[src/rtl/gpio_alarm_pkg.sv]
package gpio_alarm_pkg;

   typedef enum logic [3:0] {
      CMD_NOP         = 4'd0,
      CMD_SET_OUT     = 4'd1,
      CMD_CLR_OUT     = 4'd2,
      CMD_ARM_HIGH    = 4'd3,
      CMD_ARM_LOW     = 4'd4,
      CMD_DISARM      = 4'd5,
      CMD_MAKE_IN     = 4'd6,
      CMD_MAKE_OUT    = 4'd7,
      CMD_READ_PINS   = 4'd8,
      CMD_READ_SHADOW = 4'd9
   } cmd_e;

   typedef struct packed {
      logic set_out;
      logic clr_out;
      logic arm_hi;
      logic arm_lo;
      logic disarm;
      logic make_in;
      logic make_out;
      logic rd_pins;
      logic rd_shadow;
   } strobe_t;

endpackage

[src/rtl/gpio_cmd_decode.sv]
module gpio_cmd_decode
   import gpio_alarm_pkg::*;
(
   input  logic       cmd_valid,
   input  logic [3:0] cmd_code,
   output strobe_t    stb
);

   always_comb begin
      stb = '0;
      if (cmd_valid) begin
         case (cmd_code)
            CMD_SET_OUT:     stb.set_out   = 1'b1;
            CMD_CLR_OUT:     stb.clr_out   = 1'b1;
            CMD_ARM_HIGH:    stb.arm_hi    = 1'b1;
            CMD_ARM_LOW:     stb.arm_lo    = 1'b1;
            CMD_DISARM:      stb.disarm    = 1'b1;
            CMD_MAKE_IN:     stb.make_in   = 1'b1;
            CMD_MAKE_OUT:    stb.make_out  = 1'b1;
            CMD_READ_PINS:   stb.rd_pins   = 1'b1;
            CMD_READ_SHADOW: stb.rd_shadow = 1'b1;
            default:         stb = '0;
         endcase
      end
   end

endmodule

[src/rtl/gpio_in_sync.sv]
module gpio_in_sync #(
   parameter int WIDTH  = 32,
   parameter int STAGES = 2
) (
   input  logic             clk,
   input  logic             rst_n,
   input  logic [WIDTH-1:0] raw_in,
   output logic [WIDTH-1:0] sync_out
);

   localparam int LAST = STAGES - 1;

   initial begin
      assert (STAGES >= 2 && STAGES <= 8)
         else $error("gpio_in_sync: STAGES must lie in 2..8");
   end

   logic [WIDTH-1:0] chain [STAGES];

   always_ff @(posedge clk or negedge rst_n) begin
      if (!rst_n) begin
         for (int i = 0; i < STAGES; i++) chain[i] <= '0;
      end else begin
         chain[0] <= raw_in;
         for (int i = 1; i < STAGES; i++) chain[i] <= chain[i-1];
      end
   end

   assign sync_out = chain[LAST];

   // the synchronised value is the raw value presented STAGES edges earlier.
   // Only the fixed two-stage case can be checked with a fixed $past depth.
   generate
      if (STAGES == 2) begin : g_chk2
         a_r8_two_edge_delay: assert property (@(posedge clk) disable iff (!rst_n)
            $past(rst_n) |=> sync_out == $past(raw_in, 2));
      end
   endgenerate

endmodule

[src/rtl/gpio_bit_regs.sv]
module gpio_bit_regs #(
   parameter int WIDTH = 32
) (
   input  logic             clk,
   input  logic             rst_n,
   input  logic             set_out,
   input  logic             clr_out,
   input  logic             make_in,
   input  logic             make_out,
   input  logic [WIDTH-1:0] mask,
   output logic [WIDTH-1:0] shadow,
   output logic [WIDTH-1:0] dir
);

   always_ff @(posedge clk or negedge rst_n) begin
      if (!rst_n) begin
         shadow <= '0;
      end else if (set_out) begin
         shadow <= shadow | mask;
      end else if (clr_out) begin
         shadow <= shadow & ~mask;
      end
   end

   always_ff @(posedge clk or negedge rst_n) begin
      if (!rst_n) begin
         dir <= '0;
      end else if (make_in) begin
         dir <= dir & ~mask;
      end else if (make_out) begin
         dir <= dir | mask;
      end
   end

   a_r1_set_marked: assert property (@(posedge clk) disable iff (!rst_n)
      set_out |=> ((shadow & $past(mask)) == $past(mask)) &&
                  (((shadow ^ $past(shadow)) & ~$past(mask)) == '0));

   a_r2_clear_marked: assert property (@(posedge clk) disable iff (!rst_n)
      clr_out |=> ((shadow & $past(mask)) == '0) &&
                  (((shadow ^ $past(shadow)) & ~$past(mask)) == '0));

   a_r6_make_in_keeps_others: assert property (@(posedge clk) disable iff (!rst_n)
      make_in |=> ((dir & $past(mask)) == '0) &&
                  (((dir ^ $past(dir)) & ~$past(mask)) == '0));

   a_r6_make_out_keeps_others: assert property (@(posedge clk) disable iff (!rst_n)
      make_out |=> ((dir & $past(mask)) == $past(mask)) &&
                   (((dir ^ $past(dir)) & ~$past(mask)) == '0));

endmodule

[src/rtl/gpio_alarm_unit.sv]
module gpio_alarm_unit #(
   parameter int WIDTH   = 32,
   parameter bit REG_OUT = 1'b0
) (
   input  logic             clk,
   input  logic             rst_n,
   input  logic             arm_hi,
   input  logic             arm_lo,
   input  logic             disarm,
   input  logic [WIDTH-1:0] mask,
   input  logic [WIDTH-1:0] pins,
   output logic             alarm
);

   logic [WIDTH-1:0] hi_armed;
   logic [WIDTH-1:0] lo_armed;
   logic [WIDTH-1:0] hit;

   always_ff @(posedge clk or negedge rst_n) begin
      if (!rst_n) begin
         hi_armed <= '0;
         lo_armed <= '0;
      end else if (arm_hi) begin
         hi_armed <= hi_armed | mask;
         lo_armed <= lo_armed & ~mask;
      end else if (arm_lo) begin
         lo_armed <= lo_armed | mask;
         hi_armed <= hi_armed & ~mask;
      end else if (disarm) begin
         hi_armed <= hi_armed & ~mask;
         lo_armed <= lo_armed & ~mask;
      end
   end

   assign hit = (hi_armed & pins) | (lo_armed & ~pins);

   generate
      if (REG_OUT) begin : g_reg
         logic alarm_q;
         always_ff @(posedge clk or negedge rst_n) begin
            if (!rst_n) alarm_q <= 1'b0;
            else        alarm_q <= |hit;
         end
         assign alarm = alarm_q;
      end else begin : g_comb
         assign alarm = |hit;
         // no alarm without an armed bit
         a_r9_needs_arm: assert property (@(posedge clk) disable iff (!rst_n)
            alarm |-> ((hi_armed | lo_armed) != '0));
      end
   endgenerate

   a_r3_arms_exclusive: assert property (@(posedge clk) disable iff (!rst_n)
      (hi_armed & lo_armed) == '0);

   a_r5_disarm_marked: assert property (@(posedge clk) disable iff (!rst_n)
      disarm |=> ((hi_armed | lo_armed) & $past(mask)) == '0);

   a_r4_arm_low_marked: assert property (@(posedge clk) disable iff (!rst_n)
      arm_lo |=> (lo_armed & $past(mask)) == $past(mask));

endmodule

[src/rtl/gpio_alarm_port.sv]
module gpio_alarm_port
   import gpio_alarm_pkg::*;
#(
   parameter int WIDTH       = 32,
   parameter int SYNC_STAGES = 2,
   parameter bit ALARM_REG   = 1'b0
) (
   input  logic             clk,
   input  logic             rst_n,
   input  logic             cmd_valid,
   input  logic [3:0]       cmd_code,
   input  logic [WIDTH-1:0] cmd_mask,
   output logic [WIDTH-1:0] rd_data,
   input  logic [WIDTH-1:0] pad_in,
   output logic [WIDTH-1:0] pad_out,
   output logic [WIDTH-1:0] pad_oe,
   output logic             alarm
);

   initial begin
      assert (WIDTH >= 1 && WIDTH <= 32)
         else $error("gpio_alarm_port: WIDTH must lie in 1..32");
   end

   strobe_t          stb;
   logic [WIDTH-1:0] pins_sync;
   logic [WIDTH-1:0] shadow;
   logic [WIDTH-1:0] dir;

   gpio_cmd_decode u_dec (
      .cmd_valid (cmd_valid),
      .cmd_code  (cmd_code),
      .stb       (stb)
   );

   gpio_in_sync #(.WIDTH(WIDTH), .STAGES(SYNC_STAGES)) u_sync (
      .clk      (clk),
      .rst_n    (rst_n),
      .raw_in   (pad_in),
      .sync_out (pins_sync)
   );

   gpio_bit_regs #(.WIDTH(WIDTH)) u_regs (
      .clk      (clk),
      .rst_n    (rst_n),
      .set_out  (stb.set_out),
      .clr_out  (stb.clr_out),
      .make_in  (stb.make_in),
      .make_out (stb.make_out),
      .mask     (cmd_mask),
      .shadow   (shadow),
      .dir      (dir)
   );

   gpio_alarm_unit #(.WIDTH(WIDTH), .REG_OUT(ALARM_REG)) u_alarm (
      .clk    (clk),
      .rst_n  (rst_n),
      .arm_hi (stb.arm_hi),
      .arm_lo (stb.arm_lo),
      .disarm (stb.disarm),
      .mask   (cmd_mask),
      .pins   (pins_sync),
      .alarm  (alarm)
   );

   always_ff @(posedge clk or negedge rst_n) begin
      if (!rst_n) begin
         rd_data <= '0;
      end else if (stb.rd_pins) begin
         rd_data <= pins_sync;
      end else if (stb.rd_shadow) begin
         rd_data <= shadow;
      end else if (stb.make_in) begin
         rd_data <= ~dir | cmd_mask;
      end else if (stb.make_out) begin
         rd_data <= dir | cmd_mask;
      end
   end

   assign pad_out = shadow;
   assign pad_oe  = dir;

   a_r7_read_shadow: assert property (@(posedge clk) disable iff (!rst_n)
      stb.rd_shadow |=> rd_data == $past(pad_out));

   a_r6_out_mask_matches_oe: assert property (@(posedge clk) disable iff (!rst_n)
      stb.make_out |=> rd_data == pad_oe);

   a_r6_in_mask_matches_oe: assert property (@(posedge clk) disable iff (!rst_n)
      stb.make_in |=> rd_data == ~pad_oe);

   a_r11_idle_holds: assert property (@(posedge clk) disable iff (!rst_n)
      !cmd_valid |=> $stable(pad_out) && $stable(pad_oe) && $stable(rd_data));

endmodule

[config.mk]
export PLATFORM = sky130hd
export DESIGN_NAME = gpio_alarm_port
export DESIGN_NICKNAME = d
export VERILOG_FILES = /design/src/rtl/gpio_alarm_pkg.sv /design/src/rtl/gpio_cmd_decode.sv /design/src/rtl/gpio_in_sync.sv /design/src/rtl/gpio_bit_regs.sv /design/src/rtl/gpio_alarm_unit.sv /design/src/rtl/gpio_alarm_port.sv
export SDC_FILE = /design/constraint.sdc
export NUM_CORES = 1
export LEC_CHECK = 0
export BUFFER_PORTS_ARGS = -buffer_cell sky130_fd_sc_hd__buf_2
export CAP_MARGIN = 20
export CORE_AREA = 2 2 133 135
export CTS_BUF_LIST = sky130_fd_sc_hd__clkbuf_4 sky130_fd_sc_hd__clkbuf_8
export DETAILED_ROUTE_END_ITERATION = 7
export DIE_AREA = 0 0 135 137
export GPL_TIMING_DRIVEN = 0
export PLACE_DENSITY = 0.78
export SLEW_MARGIN = 20
export SYNTH_ARGS = -nofsm -noshare
export SYNTH_HDL_FRONTEND = slang
export SYNTH_HIERARCHICAL = 1
export SYNTH_SLANG_ARGS = --single-unit
[constraint.sdc]
create_clock -name clk -period 1.7 [get_ports clk]
set_input_delay 0 -clock clk [delete_from_list [all_inputs] [get_ports clk]]
set_output_delay 0 -clock clk [all_outputs]
set_load 0.01 [all_outputs]
Word-level counts from Yosys, hierarchy flattened
Cells that the tools add are included.
{ "word_totals": {"ff_bits": 224, "in_bits": 71, "out_inout_bits": 97, "wordCells": 59} }
{ "classes": {"eq_ne": 9, "muxes": 23, "bitwise": 15, "reduce_logical": 5} }
{ "ops": {"columns": ["operator", "n"], "rows": [
  ["32-bit two-way mux", 13],
  ["32-bit bitwise AND", 6],
  ["32-bit bitwise OR", 6],
  ["32-bit NOT", 3],
  ["32-bit OR reduction", 1],
  ["4-bit by 3-bit equality test with 1-bit output (second input constant)", 4],
  ["1-bit two-way mux", 9],
  ["9-bit two-way mux", 1],
  ["4-bit by 2-bit equality test with 1-bit output (second input constant)", 2],
  ["4-bit equality test (second input constant)", 2],
  ["4-bit by 1-bit equality test with 1-bit output (second input constant)", 1],
  ["2-bit nonzero test", 2],
  ["4-bit nonzero test", 1],
  ["3-bit nonzero test", 1]
]} }

Longest topological paths before layout
{ "logic_depth": {"word_depth": 7, "depth_mapped": 8} }

Cells and area by module
Netlist, hierarchy kept.
{ "by_module_without_submodules": {"columns": ["module", "n_inst", "cells_per_inst", "area_per_inst_um2", "seq_area_each_um2"], "rows": [
  ["gpio_alarm_unit", 1, 217, 2803.9, 1601.5],
  ["gpio_bit_regs", 1, 204, 2399.8, 1601.5],
  ["gpio_alarm_port", 1, 216, 2093.3, 800.8],
  ["gpio_in_sync", 1, 96, 1841.8, 1601.5],
  ["gpio_cmd_decode", 1, 15, 76.3, 0.0]
]} }

Worst setup path after synthesis
Ideal clock, no wire load.
{ "synth_timing": {"path_kind": "input-to-reg", "start": "in cmd_code[3]", "end": "reg rd_data[25]", "setup_time_ns": 0.125, "t_arrival_ns": 1.266, "required_time_ns": 1.575, "setup_slack_ns": 0.309, "path_stages": 7, "path_buffers": 2, "cell_sequence": "nand3b_1 nor2_1 buf_6 buf_2 xor2_1 o31ai_1 o21ai_2"} }
{ "synth_rtl": {"columns": ["item", "line", "text"], "rows": [
  ["start, declared", "gpio_alarm_port.sv:11", "input logic [3:0] cmd_code,"],
  ["end signal, assigned", "gpio_alarm_port.sv:70", "rd_data <= pins_sync;"],
  ["end signal, assigned", "gpio_alarm_port.sv:72", "rd_data <= shadow;"],
  ["end signal, assigned", "gpio_alarm_port.sv:74", "rd_data <= ~dir | cmd_mask;"],
  ["end, declared", "gpio_alarm_port.sv:13", "output logic [WIDTH-1:0] rd_data,"]
]} }

Worst setup path in the final report
{ "layout_timing": {"start": "reg u_sync.chain (netlist bit u_sync/sync_out[9])", "end": "out alarm"} }
{ "layout_via": {"elab_chain_len": 4, "word_cells_on_any_way": 5} }
{ "layout_rtl": {"columns": ["item", "line", "text"], "rows": [
  ["start, declared", "gpio_in_sync.sv:18", "logic [WIDTH-1:0] chain [STAGES];"],
  ["32-bit NOT", "gpio_alarm_unit.sv:35", "assign hit = (hi_armed & pins) | (lo_armed & ~pins);"],
  ["32-bit bitwise AND", "gpio_alarm_unit.sv:35", null],
  ["32-bit bitwise OR *", "gpio_alarm_unit.sv:35", null],
  ["32-bit OR reduction *", "gpio_alarm_unit.sv:46", "assign alarm = |hit;"],
  ["end, declared", "gpio_alarm_port.sv:17", "output logic alarm"]
]} }
Mark *: on every way between the ends. The rest lies on a longest branch, timed or not.

==> impl_metrics.ini <==
[worst_setup_path]
required_ns = 1.70
path_class = reg -> out
crit_path_max_fanout = 2
cp_slowest_cell = dfrtp_1
cp_num_buf_inv = 2
worst_setup_path_end_kind = output port
cpLargestDelayFamily = simple AND/OR/NAND/NOR gates
start_kind = flip-flop
crit_arrival_ns = 2.02
crit_chain = buf_4 > mux2i_2 > nand4_1 > nor4_1 > nand2_1 > buf_2
cpPeakStageDelay_ns = 0.37

[finish]
fillers = 1238
areaGrowthSynthToFinish_pct = 29.3
seq_area_um2 = 5610
fin_nets = 1095
num_antenna_cells = 0
multi_input_area_um2 = 3100
stdcell_count = 1276
drive_gt1_share_pct = 31.0
fin_area_um2 = 11900

[global_routing]
grt_pass1_vias = 7108
grtUsageTotal_pct = 27.6
globalRoute.totalOverflow = 0
grt_first_pass_wirelength_mm = 39.1
antenna_found_initial = 0
grt_max_degree = 92

[clock_network]
clockRootBuffer = clkbuf_8
insertion_delay_ns = 0.54
cts_max_level = 2
postCtsSetupBuffers = 0
cts_tree = yes
clock_sinks = 224
cts_buffers = 39
clk_pin_slew_ns = 0.06
cts_buffer_depth = 3

[floorplanning]
die_w_um = 135
ios = 168
fp.dieH_um = 137
rows = 48
core_area_um2 = 17100
start_util_pct = 54.0
dieArea_um2 = 18500

[timing]
max_freq_mhz = 496
tns_ns = -0.318
rsz0062_at_grt = yes
slew-limit-headroom_pct = 52.7
finalMaxSlewViolations = 0
setup-violations-final = 1
fin_ws_ns = -0.318
period_minus_slack_ns = 2.02
clock_skew_ns = 0.0169
hold_viol = 0
worstMarginPinSlew_ns = 0.707
min_period_over_period_pct = 119
hold_slack_ns = 0.0430

[logic_synthesis]
synth.cell_area_um2 = 9220
async_reset_ff_share_pct = 100
syn_avg_cell_area_um2 = 12.3
synth-edff-count = 0
syn-num-nets = 819
yosysMostFrequentCell = dfrtp_1
synth_common_cells = 224 x dfrtp_1, 96 x a22o_1, 64 x a21oi_1
synth_top_area_cell = dfrtp_1
synth_warnings = 6
synth_cell_types = 27
synth_flop_cell = dfrtp_1
synthTopCellsByArea = dfrtp_1 61%, a22o_1 9.1%, a21oi_1 3.5%
synth_top_area_share_pct = 60.8
ys_ff_latch = 224
syn_inst = 748
ys_seq_area_share_pct = 60.8

[detailed_routing]
ant_nets = 0
dr.pass1.iters = 5
via_per_inst = 5.67
via_count = 7241
wire_per_inst_um = 19.7
wl_mm = 25.2
drtIter0Drc = 549
drc_errors = 0

[run_status]
violations = negative setup slack
status = finished, violations left

[placed_design]
hpwl_mm = 16.4
placed_area_um2 = 10400
gp_congestion = 0.786
port-buffer-count = 167
place_ws_ns = -0.302
dp_cells = 1142

[power_and_ir_drop]
leakage_nw = 5.81
pwr_density_cell_nw_per_um2 = 1260
irDropWorstVdd_mv = 0.891

[hold_path]
hold_class = in -> reg

[job]
drv_cap = 0
==> worst paths after layout <==
check	from	end	slack, ns	cells past startpoint
worst min register to register	u_sync/chain[48]$_DFF_PN0_	u_sync/sync_out[16]$_DFF_PN0_	0.34	0
min in group asynchronous	rst_n	rd_data[1]$_DFFE_PN0P_	0.51	3
worst max-delay path	u_sync/sync_out[9]$_DFF_PN0_	alarm	-0.32	6
worst min-delay path	cmd_code[1]	flip-flop	0.04	4
max in group asynchronous	rst_n	u_sync/sync_out[22]$_DFF_PN0_	0.41	4
worst max register to register	flip-flop	rd_data[0]$_DFFE_PN0P_	0.66	3
==> worst reg2reg max path, cell delays in order, from the launching register on <==
cell and delay (ns):
dfrtp_1 0.41, xor2_1 0.15, o31ai_1 0.26, o21ai_1 0.09
==> layout by cell type, fill, tap and decap left out <==
| cell type | Yosys | final |
|---|---|---|
| buf_2 | 20 | 186 |
| o21ai_1 | 19 | 19 |
| nor3_1 | 3 | 3 |
| nand3b_1 | 2 | 2 |
| bufinv_16 | 0 | 1 |
| nor4_4 | 1 | 1 |
| xor2_1 | 32 | 32 |
| or2_2 | 1 | 1 |
| or3_4 | 1 | 1 |
| o21ai_2 | 2 | 2 |
| mux2i_1 | 32 | 28 |
| a22o_1 | 96 | 96 |
| nor2b_1 | 1 | 1 |
| buf_6 | 12 | 13 |
| nor4_1 | 2 | 2 |
| dfrtp_1 | 224 | 224 |
| nand2b_1 | 34 | 34 |
| clkbuf_4 | 0 | 16 |
| inv_6 | 0 | 1 |
| nand2_2 | 14 | 14 |
| clkinv_2 | 0 | 1 |
| nand2_1 | 52 | 52 |
| a22oi_1 | 32 | 32 |
| nand4_1 | 8 | 8 |
| nor2_1 | 7 | 7 |
| o31ai_1 | 32 | 32 |
| mux2i_4 | 0 | 1 |
| buf_16 | 0 | 2 |
| buf_8 | 0 | 1 |
| or3b_1 | 1 | 1 |
| mux2i_2 | 0 | 3 |
| dlygate4sd3_1 | 0 | 66 |
| buf_4 | 34 | 33 |
| o21ai_0 | 11 | 11 |
| a21oi_1 | 64 | 64 |
| clkbuf_1 | 11 | 11 |
| clkbuf_8 | 0 | 48 |
| clkinvlp_4 | 0 | 1 |
==> power by group <==
group / switching, W / total (W) / internal [W]
sequential: 0.000674 / 0.00695 / 0.00628
clock: 0.00215 / 0.00520 / 0.00304
combinational: 0.00146 / 0.00290 / 0.00144
total: 0.00429 / 0.0150 / 0.0108
==> cell families (layout without fill, tap and decap cells) <==
kind of cell | count (synthesis) | after routing | synth area share [%]
xor+xnor | 32 | 32 | 3.04
buf+inv | 77 | 380 | 5.77
compound gates | 256 | 256 | 19.6
flops | 224 | 224 | 60.8
mux | 32 | 32 | 3.48
simple gates | 127 | 127 | 7.25
==> layer usage <==
metal  track usage [%]  vias to the layer above  routed length [µm]
li1                  -                     3251                   -
met1              38.3                     3659               10900
met2              44.7                      292               12200
met3              6.04                       39                1740
met4              7.00                        0                 433
met5                 0                        -                   0
==> repair_timing <==
action                                  4_1_cts  5_1_grt
endpoints found under the setup margin        1        1
hold endpoints to repair                    416        0
hold buffers                                 66        0
resized for setup                             6        0
pin swaps                                     3        1
==> area by class of cell <==
type / instances / area share [%]
Buffer: 77 / 4.49
Clock inverter: 4 / 0.430
Timing Repair Buffer: 235 / 13.1
Sequential cell: 224 / 47.0
Multi-Input combinational cell: 447 / 26.0
Tap cell: 225 / 2.36
Clock buffer: 64 / 6.55
==> stage by stage <==
| step | utilization (%) | power, W |
|---|---|---|
| floorplan | - | 0.00842 |
| global placement | 60.6 | 0.00962 |
| detailed placement | 61.0 | 0.00976 |
| CTS | 69.9 | 0.0151 |
| global route | 69.9 | 0.0158 |
| finish | 69.9 | 0.0150 |
(Power assumes the default switching activity.)
